[src/rtl/ucseq_pkg.sv]
package ucseq_pkg;

    localparam int CS_AW     = 11;
    localparam int CS_DEPTH  = 1 << CS_AW;
    localparam int RSEL_W    = 6;
    localparam int ALU_W     = 4;
    localparam int IR_W      = 32;
    localparam int NUM_SEL   = 3;
    localparam int IRSEL_W   = 5;

    typedef enum logic [2:0] {
        COND_NEXT   = 3'b000,
        COND_N      = 3'b001,
        COND_Z      = 3'b010,
        COND_V      = 3'b011,
        COND_C      = 3'b100,
        COND_IR13   = 3'b101,
        COND_JUMP   = 3'b110,
        COND_DECODE = 3'b111
    } cond_e;

    typedef struct packed {
        logic [RSEL_W-1:0] a;
        logic              amux;
        logic [RSEL_W-1:0] b;
        logic              bmux;
        logic [RSEL_W-1:0] c;
        logic              cmux;
        logic              rd;
        logic              wr;
        logic [ALU_W-1:0]  alu;
        cond_e             cond;
        logic [CS_AW-1:0]  jaddr;
    } uword_t;

    typedef struct packed {
        logic n;
        logic z;
        logic v;
        logic c;
    } flags_t;

    localparam logic [RSEL_W-1:0] REG_PC       = 6'd32;
    localparam logic [RSEL_W-1:0] REG_IR       = 6'd37;
    localparam logic [ALU_W-1:0]  ALU_AND_KEEP = 4'b0101;
    localparam logic [ALU_W-1:0]  ALU_ADD_CC   = 4'b0000;

    localparam logic [CS_AW-1:0] UA_FETCH    = 11'd0;
    localparam logic [CS_AW-1:0] UA_DISPATCH = 11'd1;
    localparam logic [CS_AW-1:0] UA_BR_BODY  = 11'd2;
    localparam logic [CS_AW-1:0] UA_BR_TAIL  = 11'd7;
    localparam logic [CS_AW-1:0] UA_BR_HIT   = 11'd20;
    localparam logic [CS_AW-1:0] UA_BR_ENTRY = 11'd1088;
    localparam logic [CS_AW-1:0] UA_ALU_OP   = 11'd1536;
    localparam logic [CS_AW-1:0] UA_STORE    = 11'd1792;

    function automatic uword_t uw_jump(input logic [CS_AW-1:0] tgt);
        uword_t w;
        w       = '0;
        w.alu   = ALU_AND_KEEP;
        w.cond  = COND_JUMP;
        w.jaddr = tgt;
        return w;
    endfunction

    function automatic uword_t uw_test(input cond_e cc, input logic [CS_AW-1:0] tgt);
        uword_t w;
        w       = '0;
        w.alu   = ALU_AND_KEEP;
        w.cond  = cc;
        w.jaddr = tgt;
        return w;
    endfunction

    function automatic uword_t ucode_word(input logic [CS_AW-1:0] addr);
        uword_t w;
        w = uw_jump(UA_FETCH);
        case (addr)
            UA_FETCH: begin
                w      = '0;
                w.a    = REG_PC;
                w.b    = REG_PC;
                w.c    = REG_IR;
                w.rd   = 1'b1;
                w.alu  = ALU_AND_KEEP;
                w.cond = COND_NEXT;
            end
            UA_DISPATCH: begin
                w      = '0;
                w.alu  = ALU_AND_KEEP;
                w.cond = COND_DECODE;
            end
            UA_BR_ENTRY: w = uw_jump(UA_BR_BODY);
            11'd2:       w = uw_test(COND_IR13, UA_BR_HIT);
            11'd3:       w = uw_test(COND_N, UA_BR_HIT + 11'd1);
            11'd4:       w = uw_test(COND_Z, UA_BR_HIT + 11'd2);
            11'd5:       w = uw_test(COND_V, UA_BR_HIT + 11'd3);
            11'd6:       w = uw_test(COND_C, UA_BR_HIT + 11'd4);
            UA_BR_TAIL:  w = uw_jump(UA_FETCH);
            UA_ALU_OP: begin
                w      = uw_jump(UA_FETCH);
                w.amux = 1'b1;
                w.bmux = 1'b1;
                w.cmux = 1'b1;
                w.alu  = ALU_ADD_CC;
            end
            UA_STORE: begin
                w      = uw_jump(UA_FETCH);
                w.amux = 1'b1;
                w.bmux = 1'b1;
                w.wr   = 1'b1;
            end
            default:     w = uw_jump(UA_FETCH);
        endcase
        return w;
    endfunction

    function automatic logic [CS_AW-1:0] dispatch_addr(input logic [1:0] op,
                                                       input logic [5:0] op3);
        logic [5:0] fld;
        fld = (op == 2'b00) ? {op3[5:3], 3'b000} : op3;
        return {1'b1, op, fld, 2'b00};
    endfunction

endpackage

[src/rtl/ucseq_store.sv]
module ucseq_store
    import ucseq_pkg::*;
#(
    parameter int AW = CS_AW
) (
    input  logic [AW-1:0] addr,
    output uword_t        word
);
    localparam int DEPTH = 1 << AW;

    logic [CS_AW-1:0] addr_ext;

    generate
        if (AW == CS_AW) begin : g_same
            assign addr_ext = addr;
        end else begin : g_pad
            assign addr_ext = CS_AW'(addr);
        end
    endgenerate

    always_comb begin
        if (int'(addr) < DEPTH) word = ucode_word(addr_ext);
        else                    word = uw_jump(UA_FETCH);
    end
endmodule

[src/rtl/ucseq_next.sv]
module ucseq_next
    import ucseq_pkg::*;
(
    input  uword_t           mir,
    input  logic [CS_AW-1:0] upc,
    input  logic             boot,
    input  logic [1:0]       op,
    input  logic [5:0]       op3,
    input  logic             ir13,
    input  flags_t           flags,
    output logic [CS_AW-1:0] next_addr
);
    logic             take;
    logic [CS_AW-1:0] seq_addr;

    assign seq_addr = upc + CS_AW'(1);

    always_comb begin
        case (mir.cond)
            COND_N:    take = flags.n;
            COND_Z:    take = flags.z;
            COND_V:    take = flags.v;
            COND_C:    take = flags.c;
            COND_IR13: take = ir13;
            COND_JUMP: take = 1'b1;
            default:   take = 1'b0;
        endcase
    end

    always_comb begin
        if (boot)                          next_addr = UA_FETCH;
        else if (mir.cond == COND_DECODE)  next_addr = dispatch_addr(op, op3);
        else if (take)                     next_addr = mir.jaddr;
        else                               next_addr = seq_addr;
    end
endmodule

[src/rtl/ucseq_fieldsel.sv]
module ucseq_fieldsel
    import ucseq_pkg::*;
(
    input  uword_t            mir,
    input  logic [IRSEL_W-1:0] ir_rs1,
    input  logic [IRSEL_W-1:0] ir_rs2,
    input  logic [IRSEL_W-1:0] ir_rd,
    output logic [RSEL_W-1:0] a_sel,
    output logic [RSEL_W-1:0] b_sel,
    output logic [RSEL_W-1:0] c_sel
);
    logic [RSEL_W-1:0]  from_mir [NUM_SEL];
    logic [IRSEL_W-1:0] from_ir  [NUM_SEL];
    logic               use_ir   [NUM_SEL];
    logic [RSEL_W-1:0]  chosen   [NUM_SEL];

    assign from_mir[0] = mir.a;
    assign from_mir[1] = mir.b;
    assign from_mir[2] = mir.c;
    assign from_ir[0]  = ir_rs1;
    assign from_ir[1]  = ir_rs2;
    assign from_ir[2]  = ir_rd;
    assign use_ir[0]   = mir.amux;
    assign use_ir[1]   = mir.bmux;
    assign use_ir[2]   = mir.cmux;

    genvar gi;
    generate
        for (gi = 0; gi < NUM_SEL; gi++) begin : g_sel
            assign chosen[gi] = use_ir[gi] ? RSEL_W'(from_ir[gi]) : from_mir[gi];
        end
    endgenerate

    assign a_sel = chosen[0];
    assign b_sel = chosen[1];
    assign c_sel = chosen[2];
endmodule

[src/rtl/ucseq_top.sv]
module ucseq_top
    import ucseq_pkg::*;
(
    input  logic              clk,
    input  logic              rst,
    input  logic [IR_W-1:0]   ir,
    input  logic              flag_n,
    input  logic              flag_z,
    input  logic              flag_v,
    input  logic              flag_c,
    input  logic              mem_done,
    output logic [CS_AW-1:0]  upc,
    output logic [RSEL_W-1:0] a_sel,
    output logic [RSEL_W-1:0] b_sel,
    output logic [RSEL_W-1:0] c_sel,
    output logic              mem_rd,
    output logic              mem_wr,
    output logic [ALU_W-1:0]  alu_fn
);
    uword_t           mir_q;
    uword_t           store_word;
    logic [CS_AW-1:0] upc_q;
    logic [CS_AW-1:0] next_addr;
    logic             boot_q;
    logic             advance_w;
    logic [2:0]       cond_w;
    logic [CS_AW-1:0] jaddr_w;
    flags_t           flags;

    assign flags     = '{n: flag_n, z: flag_z, v: flag_v, c: flag_c};
    assign advance_w = !((mir_q.rd || mir_q.wr) && !mem_done);
    assign cond_w    = mir_q.cond;
    assign jaddr_w   = mir_q.jaddr;

    ucseq_next u_next (
        .mir       (mir_q),
        .upc       (upc_q),
        .boot      (boot_q),
        .op        (ir[31:30]),
        .op3       (ir[24:19]),
        .ir13      (ir[13]),
        .flags     (flags),
        .next_addr (next_addr)
    );

    ucseq_store #(.AW(CS_AW)) u_store (
        .addr (next_addr),
        .word (store_word)
    );

    always_ff @(posedge clk) begin
        if (rst) begin
            upc_q  <= UA_FETCH;
            mir_q  <= '0;
            boot_q <= 1'b1;
        end else if (advance_w) begin
            upc_q  <= next_addr;
            mir_q  <= store_word;
            boot_q <= 1'b0;
        end
    end

    ucseq_fieldsel u_sel (
        .mir    (mir_q),
        .ir_rs1 (ir[18:14]),
        .ir_rs2 (ir[4:0]),
        .ir_rd  (ir[29:25]),
        .a_sel  (a_sel),
        .b_sel  (b_sel),
        .c_sel  (c_sel)
    );

    assign upc    = upc_q;
    assign mem_rd = mir_q.rd;
    assign mem_wr = mir_q.wr;
    assign alu_fn = mir_q.alu;
endmodule

[config.mk]
export PLATFORM = sky130hd
export DESIGN_NAME = ucseq_top
export DESIGN_NICKNAME = d
export VERILOG_FILES = /design/src/rtl/ucseq_pkg.sv /design/src/rtl/ucseq_store.sv /design/src/rtl/ucseq_next.sv /design/src/rtl/ucseq_fieldsel.sv /design/src/rtl/ucseq_top.sv
export SDC_FILE = /design/constraint.sdc
export NUM_CORES = 1
export LEC_CHECK = 0
export BUFFER_PORTS_ARGS = -buffer_cell sky130_fd_sc_hd__buf_2
export CAP_MARGIN = 20
export CORE_MARGIN = 1.5
export CORE_UTILIZATION = 40
export DETAILED_ROUTE_END_ITERATION = 16
export GPL_TIMING_DRIVEN = 1
export HOLD_SLACK_MARGIN = 0.02
export PLACE_DENSITY = 0.69
export SETUP_SLACK_MARGIN = 0.4
export SKIP_LAST_GASP = 1
export SYNTH_ARGS = -nofsm -noshare
export SYNTH_HDL_FRONTEND = slang
export SYNTH_SLANG_ARGS = --single-unit
[constraint.sdc]
create_clock -name clk -period 3.7 [get_ports clk]
set_input_delay 0.74 -clock clk [delete_from_list [all_inputs] [get_ports clk]]
set_output_delay 0.74 -clock clk [all_outputs]
set_load 0.01 [all_outputs]
==> results of run 1 <==
-- metal layers --
| layer | up-vias | track usage |
|---|---|---|
| met1 | 794 | 0.259 |
| li1 | 870 | - |
| met5 | - | 0 |
| met2 | 84 | 0.335 |
| met3 | 7 | 0.0164 |
| met4 | 0 | 0.0700 |
-- stage by stage --
stage / hold slack [ns] / instance area [um2] / util
global route: 0.475 / 2030 / 0.504
global placement: 0.439 / 1990 / 0.493
finish: 0.462 / 2030 / 0.504
CTS: 0.462 / 2030 / 0.504
floorplan: 0.433 / 1690 / -
detailed placement: 0.446 / 1990 / 0.493
-- critical path, stage by stage (launching register included) --
cell and delay (ns):
dfxtp_1 0.44, ha_1 0.24, and3_1 0.27, xnor2_1 0.13, nor4b_1 0.36, a2111oi_2 0.11
or4b_4 0.61, nor4_2 0.48, a32o_1 0.25
-- logic make-up after synthesis --
group,Yosys count,synth area share
AND/OR/NAND/NOR,103,0.331
AO/OA/AOI/OAI,52,0.232
flip-flops,25,0.297
buffers and inverters,20,0.0595
XOR/XNOR,10,0.0520
multiplexers,3,0.0186
adder cells (fa/ha/maj),1,0.00743
other,1,0.00223
-- sequential cells by signal, indices dropped and copies added, names as in the netlist --
signal / cells
alu_fn: 1
upc: 11
mir_q: 3
boot_q: 1
jaddr_w: 5
mem_wr: 1
cond_w: 3
-- layout make-up --
type	instances	area, um2	share of cell area
Sequential cell	25	500	0.246
Multi-Input combinational cell	171	1090	0.534
Timing Repair Buffer	64	323	0.159
Clock buffer	4	45.0	0.0222
Inverter	4	15.0	0.00739
Tap cell	50	62.6	0.0308
-- power by group through the flow --
stage	logic, W	registers [W]	clock network [W]
CTS	0.000477	0.000373	0.000170
floorplan	0.000353	0.000376	0
detailed placement	0.000475	0.000379	0
global route	0.000530	0.000383	0.000180
global placement	0.000469	0.000378	0
finish	0.000480	0.000373	0.000165
-- cells in the mapped netlist, types with 3 or more instances --
master,n
nand3_1,3
buf_4,6
o21ai_0,9
clkbuf_1,6
a32o_1,3
nand2_1,29
xnor2_1,7
a22o_1,4
nor2_1,20
and2_1,17
dfxtp_1,25
inv_1,4
nor3_1,5
xor2_1,3
a211oi_1,4
and3_1,3
nor2b_1,4
a21oi_1,10
a31o_2,3
-- final timing paths --
| kind | startpoint | endpoint | slack [ns] | depth (start not counted) |
|---|---|---|---|---|
| max reg2reg | upc[0] | jaddr_w[0] | 0.76 | 8 |
| min reg2reg | jaddr_w[3] | jaddr_w[3] | 0.46 | 2 |
| max | upc[0] | jaddr_w[0] | 0.76 | 8 |
| min | jaddr_w[3] | jaddr_w[3] | 0.46 | 2 |
==> impl_metrics.py, run 1 <==
metrics = {
    "run_status": {
        "outcome": "finished, final reports clean",
    },
    "clock_network": {
        "numClockSinks": 25,
        "clkLatencyLatePin_ns": 0.28,
        "h-tree-depth": 1,
        "clk_pin_slew_ns": 0.09,
        "cts_buffer_depth": 2,
        "postCtsHoldBufs": 0,
        "postCtsSetupBuffers": 0,
        "cts_resized": 0,
        "numCtsBuffers": 3,
        "clock-root-buffer": "clkbuf_8",
        "cts_tree": "done",
    },
    "floorplan": {
        "ios": 74,
        "fp.dieH_um": 67.9,
        "die-width_um": 67.9,
        "num_rows": 23,
        "start_util": 0.418,
        "core_area_um2": 4030,
        "fp.dieArea_um2": 4600,
    },
    "timing": {
        "slew_headroom": 0.557,
        "fin_crit_sh": 0.795,
        "worst_pin_slew_ns": 0.665,
        "final_max_slew_viol_count": 0,
        "skew_ns": 0.00976,
        "hold_viol_final": 0,
        "rsz0062_at_grt": "false",
        "setup_ws_ns": 0.757,
        "tns_ns": 0,
        "setup_viol": 0,
        "fmax_ghz": 0.340,
        "min_period_ns": 2.94,
    },
    "finish": {
        "final_cell_mix": "buf_2 (63), nand2_1 (29), dfxtp_1 (25)",
        "final_common_cell": "buf_2",
        "finalNetCount": 309,
        "fillers": 420,
        "drive_above_1_share": 0.291,
        "final_cells": 318,
        "area_growth_pct": 20.7,
        "antenna_cells": 0,
    },
    "place": {
        "place_ws_ns": 0.521,
        "dpl.cell_count": 314,
        "place_congestion": 0.959,
        "hpwl_um": 3320,
        "io_buffers": 63,
    },
    "worst_setup_path": {
        "arrival_ns": 3.16,
        "path_max_fanout": 6,
        "cp_data_required_time_ns": 3.91,
        "crit_type": "flop to flop",
        "critPathCaptureType": "flop",
        "startpoint_type": "flop",
    },
    "global_routing": {
        "grt-ovfl-total": 0,
        "grt_pass1_wl_um": 6910,
        "grt_max_degree": 20,
        "grt_usage": 0.196,
        "antenna_found_initial": 0,
        "grt_pass1_vias": 1501,
    },
    "drt": {
        "drtAntennaViolNets": 0,
        "avgRoutedWirePerCell_um": 13.9,
        "first_pass_iters": 4,
        "routed-wl-met3_um": 389,
        "num_vias": 1755,
        "wl_met1_um": 1970,
        "met2WireLength_um": 2000,
        "remaining_drc_errors": 0,
        "top_layer": "met4",
        "first_iter_violations": 54,
        "wirelength_um": 4430,
        "viasPerCell": 5.52,
    },
    "pwr": {
        "p_leak_nw": 0.920,
        "p_sw_frac": 0.420,
        "power.density_nw_per_um2": 501,
        "ir_worst_vdd_uv": 200,
        "intPower_w": 0.000591,
        "combPwrFrac": 0.472,
        "seqPwrFrac": 0.366,
        "total_power_w": 0.00102,
        "power.switching_w": 0.000428,
        "pwr-share-clk": 0.162,
    },
    "logic_synthesis": {
        "async_flop_share": 0,
        "ys_types": 57,
        "yosysTopAreaCellShare": 0.297,
        "ys_seq_elements": 25,
        "synthFlopType": "dfxtp_1",
        "netlist_area_um2": 1680,
        "synth_edf_count": 0,
        "yosysWarnings": 0,
        "synth_top_cell_by_area": "dfxtp_1",
        "ys_seq_area_frac": 0.297,
        "avgSynthCellArea_um2": 7.83,
        "ys_top_cells_by_area": "dfxtp_1 (30%), nand2_1 (6.5%), and2_1 (6.3%)",
        "synthCells": 215,
    },
    "flow_run": {
        "drv_cap": 0,
    },
    "worst_hold_path": {
        "hold_path.class": "flop to flop",
    },
}
Power figures use the tool's default switching activity.
==> run 2, diff against run 1 <==
clock period = 2.9 ns   (was 3.7 ns; I/O delays follow)
==> impl_metrics.py, run 2 (same netlist as run 1, synthesis figures left out) <==
metrics = {
    "timing": {
        "setup_viol": 0,
        "min_period_ns": 2.56,
        "final_max_slew_viol_count": 0,
        "tns_ns": 0,
        "hold_viol_final": 0,
        "rsz0062_at_grt": "true",
        "skew_ns": 0.00593,
        "setup_ws_ns": 0.336,
        "fmax_ghz": 0.390,
        "fin_crit_sh": 0.884,
    },
    "worst_setup_path": {
        "cp_data_required_time_ns": 3.10,
        "critPathMaxStageDelay_ns": 0.59,
        "critPathCaptureType": "flop",
        "startpoint_type": "flop",
        "crit_start": "cond_w[1]",
        "crit_type": "flop to flop",
        "arrival_ns": 2.77,
        "path_cells": "mux2i_4, nor3b_4, o31a_1, a22o_1, or4b_4, or4_4, a21oi_1",
        "r2r-start": "cond_w[1]",
        "path_max_fanout": 6,
        "crit_path_top_delay_cell": "or4b_4",
    },
    "clock_network": {
        "numCtsBuffers": 3,
        "clkLatencyLatePin_ns": 0.27,
        "h-tree-depth": 1,
        "clk_pin_slew_ns": 0.09,
        "numClockSinks": 25,
        "clock-root-buffer": "clkbuf_8",
        "cts_buffer_depth": 2,
        "cts_tree": "done",
    },
    "global_routing": {
        "use_met2": 0.332,
        "grt_usage": 0.199,
        "grt_util_met1": 0.269,
        "grt-ovfl-total": 0,
        "antenna_found_initial": 0,
        "grt_pass1_vias": 1501,
        "grt-busiest-layer": "met2",
        "grtUsageMet3": 0.0378,
        "grt_max_degree": 20,
        "grt_pass1_wl_um": 7020,
    },
    "finish": {
        "drive_above_1_share": 0.390,
        "antenna_cells": 0,
        "area_growth_pct": 33.2,
        "final_util": 0.557,
        "postLayoutCellArea_um2": 2240,
        "final_common_cell": "buf_2",
        "fillers": 437,
        "final_cell_mix": "buf_2 (63), nand2_1 (29), nor2_1 (20)",
        "finalNetCount": 323,
        "largest_register_ffs": 11,
    },
    "pwr": {
        "power.switching_w": 0.000588,
        "seqPwrFrac": 0.344,
        "p_sw_frac": 0.404,
        "total_power_w": 0.00145,
        "pwr-share-clk": 0.145,
        "ir_worst_vdd_uv": 345,
        "power.density_nw_per_um2": 649,
        "intPower_w": 0.000866,
        "p_leak_nw": 1.01,
        "combPwrFrac": 0.511,
    },
    "drt": {
        "num_vias": 1776,
        "drtAntennaViolNets": 0,
        "first_pass_iters": 4,
        "viasPerCell": 5.35,
        "remaining_drc_errors": 0,
        "first_iter_violations": 109,
        "avgRoutedWirePerCell_um": 14.1,
        "wirelength_um": 4670,
    },
    "place": {
        "io_buffers": 63,
        "place_area_um2": 2090,
        "place_congestion": 0.856,
        "place_ws_ns": 0.0874,
        "hpwl_um": 3380,
    },
    "floorplan": {
        "core_area_um2": 4030,
        "fp.dieArea_um2": 4600,
        "num_rows": 23,
        "die-width_um": 67.9,
        "fp.dieH_um": 67.9,
        "ios": 74,
        "start_util": 0.418,
    },
    "run_status": {
        "outcome": "finished, final reports clean",
    },
    "flow_run": {
        "drv_cap": 0,
    },
    "worst_hold_path": {
        "hold_path.class": "flop to flop",
        "hp-start": "jaddr_w[0]",
    },
}
## run 2: cell types whose count changed in the layout (fill, tap and decap cells not counted), sizes merged
cell | before | now
buf | 64 | 78
clkbuf | 4 | 3
clkinv | 0 | 1
## run 2: final timing paths
kind	to	slack, ns	depth (start not counted)
setup / recovery	mir_q[23]	0.34	7
hold / removal	jaddr_w[0]	0.48	1
setup reg to reg	mir_q[23]	0.34	7
hold reg to reg	jaddr_w[0]	0.48	1
## run 2: power groups by stage
stage / Sequential, W / Combinational, W / Clock (W)
after floorplan: 0.000487 / 0.000465 / 0
after global placement: 0.000488 / 0.000675 / 0
after detailed placement: 0.000489 / 0.000677 / 0
after CTS: 0.000493 / 0.000718 / 0.000218
after global routing: 0.000511 / 0.000819 / 0.000231
final: 0.000500 / 0.000744 / 0.000211
## run 2: repair_timing
| action | 4_1_cts | 5_1_grt |
|---|---|---|
| setup buffers | 2 | 2 |
| hold buffers | 0 | 0 |
| setup endpoints to repair | 9 | 11 |
| pin swaps | 2 | 3 |
| gates resized for setup | 14 | 8 |
## run 2: area by class of cell
| cell class | instances | area, um2 | share of cell area |
|---|---|---|---|
| Clock buffer | 3 | 41.3 | 0.0184 |
| Clock inverter | 1 | 5.00 | 0.00223 |
| Multi-Input combinational cell | 171 | 1170 | 0.521 |
| Timing Repair Buffer | 78 | 428 | 0.191 |
| Inverter | 4 | 15.0 | 0.00670 |
| Tap cell | 50 | 62.6 | 0.0279 |
| Sequential cell | 25 | 522 | 0.233 |
## run 2: worst max-delay path, delay by kind of cell, from the launching register on
kind | cells | cell delay [ns]
AOI/OAI and AO/OA | 3 | 0.66
DFF | 1 | 0.40
muxes | 1 | 0.25
and+or+nand+nor | 3 | 1.19
## run 2: metal layers
layer,part of all wire,up-vias
met5,0,-
met4,0.0079,0
met3,0.040,4
met2,0.49,40
met1,0.46,828
li1,-,904
## run 2: stage by stage
step	cells	hold slack, ns
after CTS	330	0.483
after global routing	332	0.510
after global placement	324	0.445
after floorplan	216	0.433
final	332	0.481
after detailed placement	324	0.463
==> run 3, diff against run 2 <==
REMOVE_ABC_BUFFERS = 1   (was not set)
==> impl_metrics.py, run 3 (same netlist as run 1, synthesis figures left out) <==
metrics = {
    "run_status": {
        "outcome": "finished, final reports clean",
    },
    "worst_setup_path": {
        "startpoint_type": "flop",
        "cp_top_family": "simple AND/OR/NAND/NOR gates",
        "arrival_ns": 2.73,
        "crit_path_top_delay_cell": "or4b_4",
        "path_max_fanout": 5,
        "critPathMaxStageDelay_ns": 0.57,
        "cp_data_required_time_ns": 3.11,
        "crit_type": "flop to flop",
        "path_cells": "buf_6, and4_4, nor2_2, o31a_1, a22o_1, or4b_4, buf_6, or3_4, a21oi_2",
        "crit_buf_inv": 2,
        "critPathCaptureType": "flop",
        "cpMostUsedCell": "buf_6",
    },
    "clock_network": {
        "h-tree-depth": 1,
        "clk_pin_slew_ns": 0.09,
        "clock-root-buffer": "clkbuf_8",
        "numCtsBuffers": 3,
        "cts_buffer_depth": 2,
        "numClockSinks": 25,
        "clkLatencyLatePin_ns": 0.27,
        "cts_tree": "done",
    },
    "floorplan": {
        "ios": 74,
        "die-width_um": 67.9,
        "fp.dieH_um": 67.9,
        "fp.dieArea_um2": 4600,
        "num_rows": 23,
        "core_area_um2": 4030,
        "start_util": 0.418,
    },
    "drt": {
        "drtAntennaViolNets": 0,
        "num_vias": 1893,
        "first_iter_violations": 76,
        "remaining_drc_errors": 0,
        "first_pass_iters": 5,
        "wirelength_um": 4830,
        "avgRoutedWirePerCell_um": 14.1,
        "viasPerCell": 5.54,
    },
    "pwr": {
        "total_power_w": 0.00158,
        "power.density_nw_per_um2": 667,
        "p_leak_nw": 1.08,
        "ir_worst_vdd_uv": 288,
    },
    "timing": {
        "rsz0062_at_grt": "true",
        "skew_ns": 0.00143,
        "fin_crit_sh": 0.867,
        "fmax_ghz": 0.398,
        "hold_viol_final": 0,
        "final_max_slew_viol_count": 0,
        "tns_ns": 0,
        "min_period_ns": 2.51,
        "setup_viol": 0,
    },
    "finish": {
        "seqCellArea_um2": 517,
        "final_common_cell": "buf_2",
        "area_growth_pct": 40.4,
        "fillers": 373,
        "antenna_cells": 0,
        "final_cell_mix": "buf_2 (63), nand2_1 (29), buf_4 (22)",
        "drive_above_1_share": 0.442,
        "largest_register_ffs": 11,
        "finalNetCount": 333,
        "multi_input_area_um2": 1210,
    },
    "global_routing": {
        "grt_usage": 0.196,
        "antenna_found_initial": 0,
        "use_met2": 0.341,
        "grt_pass1_vias": 1482,
        "grt_max_degree": 20,
        "grt-busiest-layer": "met2",
        "grtUsageMet3": 0.0197,
        "grt-ovfl-total": 0,
        "grt_util_met1": 0.261,
        "grt_pass1_wl_um": 6930,
    },
    "worst_hold_path": {
        "hold_path.class": "flop to flop",
    },
    "flow_run": {
        "drv_cap": 0,
    },
    "place": {
        "place_congestion": 0.862,
        "io_buffers": 63,
        "hpwl_um": 3320,
    },
}
-- run 3: layer usage --
| layer | vias up | wire length (um) |
|---|---|---|
| met5 | - | 0 |
| met4 | 0 | 56 |
| met3 | 6 | 362 |
| met2 | 94 | 2250 |
| met1 | 869 | 2150 |
| li1 | 924 | - |
-- run 3: layout make-up --
type / count / share of cell area
Timing Repair Buffer: 88 / 0.218
Tap cell: 50 / 0.0265
Clock inverter: 1 / 0.00212
Clock buffer: 3 / 0.0175
Inverter: 4 / 0.00635
Sequential cell: 25 / 0.219
Multi-Input combinational cell: 171 / 0.511
-- run 3: timing repair --
| action | in CTS | in global routing |
|---|---|---|
| buffers inserted | 6 | 8 |
| endpoints found under the setup margin | 11 | 7 |
| hold buffers | 0 | 0 |
| pin swaps | 7 | 11 |
| gates resized for setup | 16 | 24 |
| gates cloned | 0 | 0 |
-- run 3: where the power goes --
group	switching (W)	internal (W)	total [W]
clock	0.000117	0.0000964	0.000213
sequential	0.0000846	0.000410	0.000495
combinational	0.000429	0.000440	0.000869
-- run 3: path summary, 6_finish.rpt --
kind / from / endpoint / slack (ns) / cells past startpoint
min: jaddr_w[2] / jaddr_w[2] / 0.49 / 1
max reg2reg: upc[0] / jaddr_w[3] / 0.39 / 9
min reg2reg: jaddr_w[2] / jaddr_w[2] / 0.49 / 1
max: upc[0] / jaddr_w[3] / 0.39 / 9
-- run 3: through the flow --
step	cell area (um2)	setup WS, ns	util	hold WS, ns	instances
finish	2360	0.385	0.587	0.488	342
global placement	2060	0.110	0.512	0.449	324
global route	2360	0.307	0.587	0.498	342
CTS	2200	0.399	0.547	0.478	334
floorplan	1600	0.227	-	0.427	200
detailed placement	2060	0.0986	0.512	0.451	324
-- run 3: worst register-to-register path: cells and delay by family (launching register included) --
kind | cells | cell delay (ns)
and+or+nand+nor | 4 | 1.18
buffers and inverters | 2 | 0.25
AOI/OAI and AO/OA | 3 | 0.67
DFF | 1 | 0.35
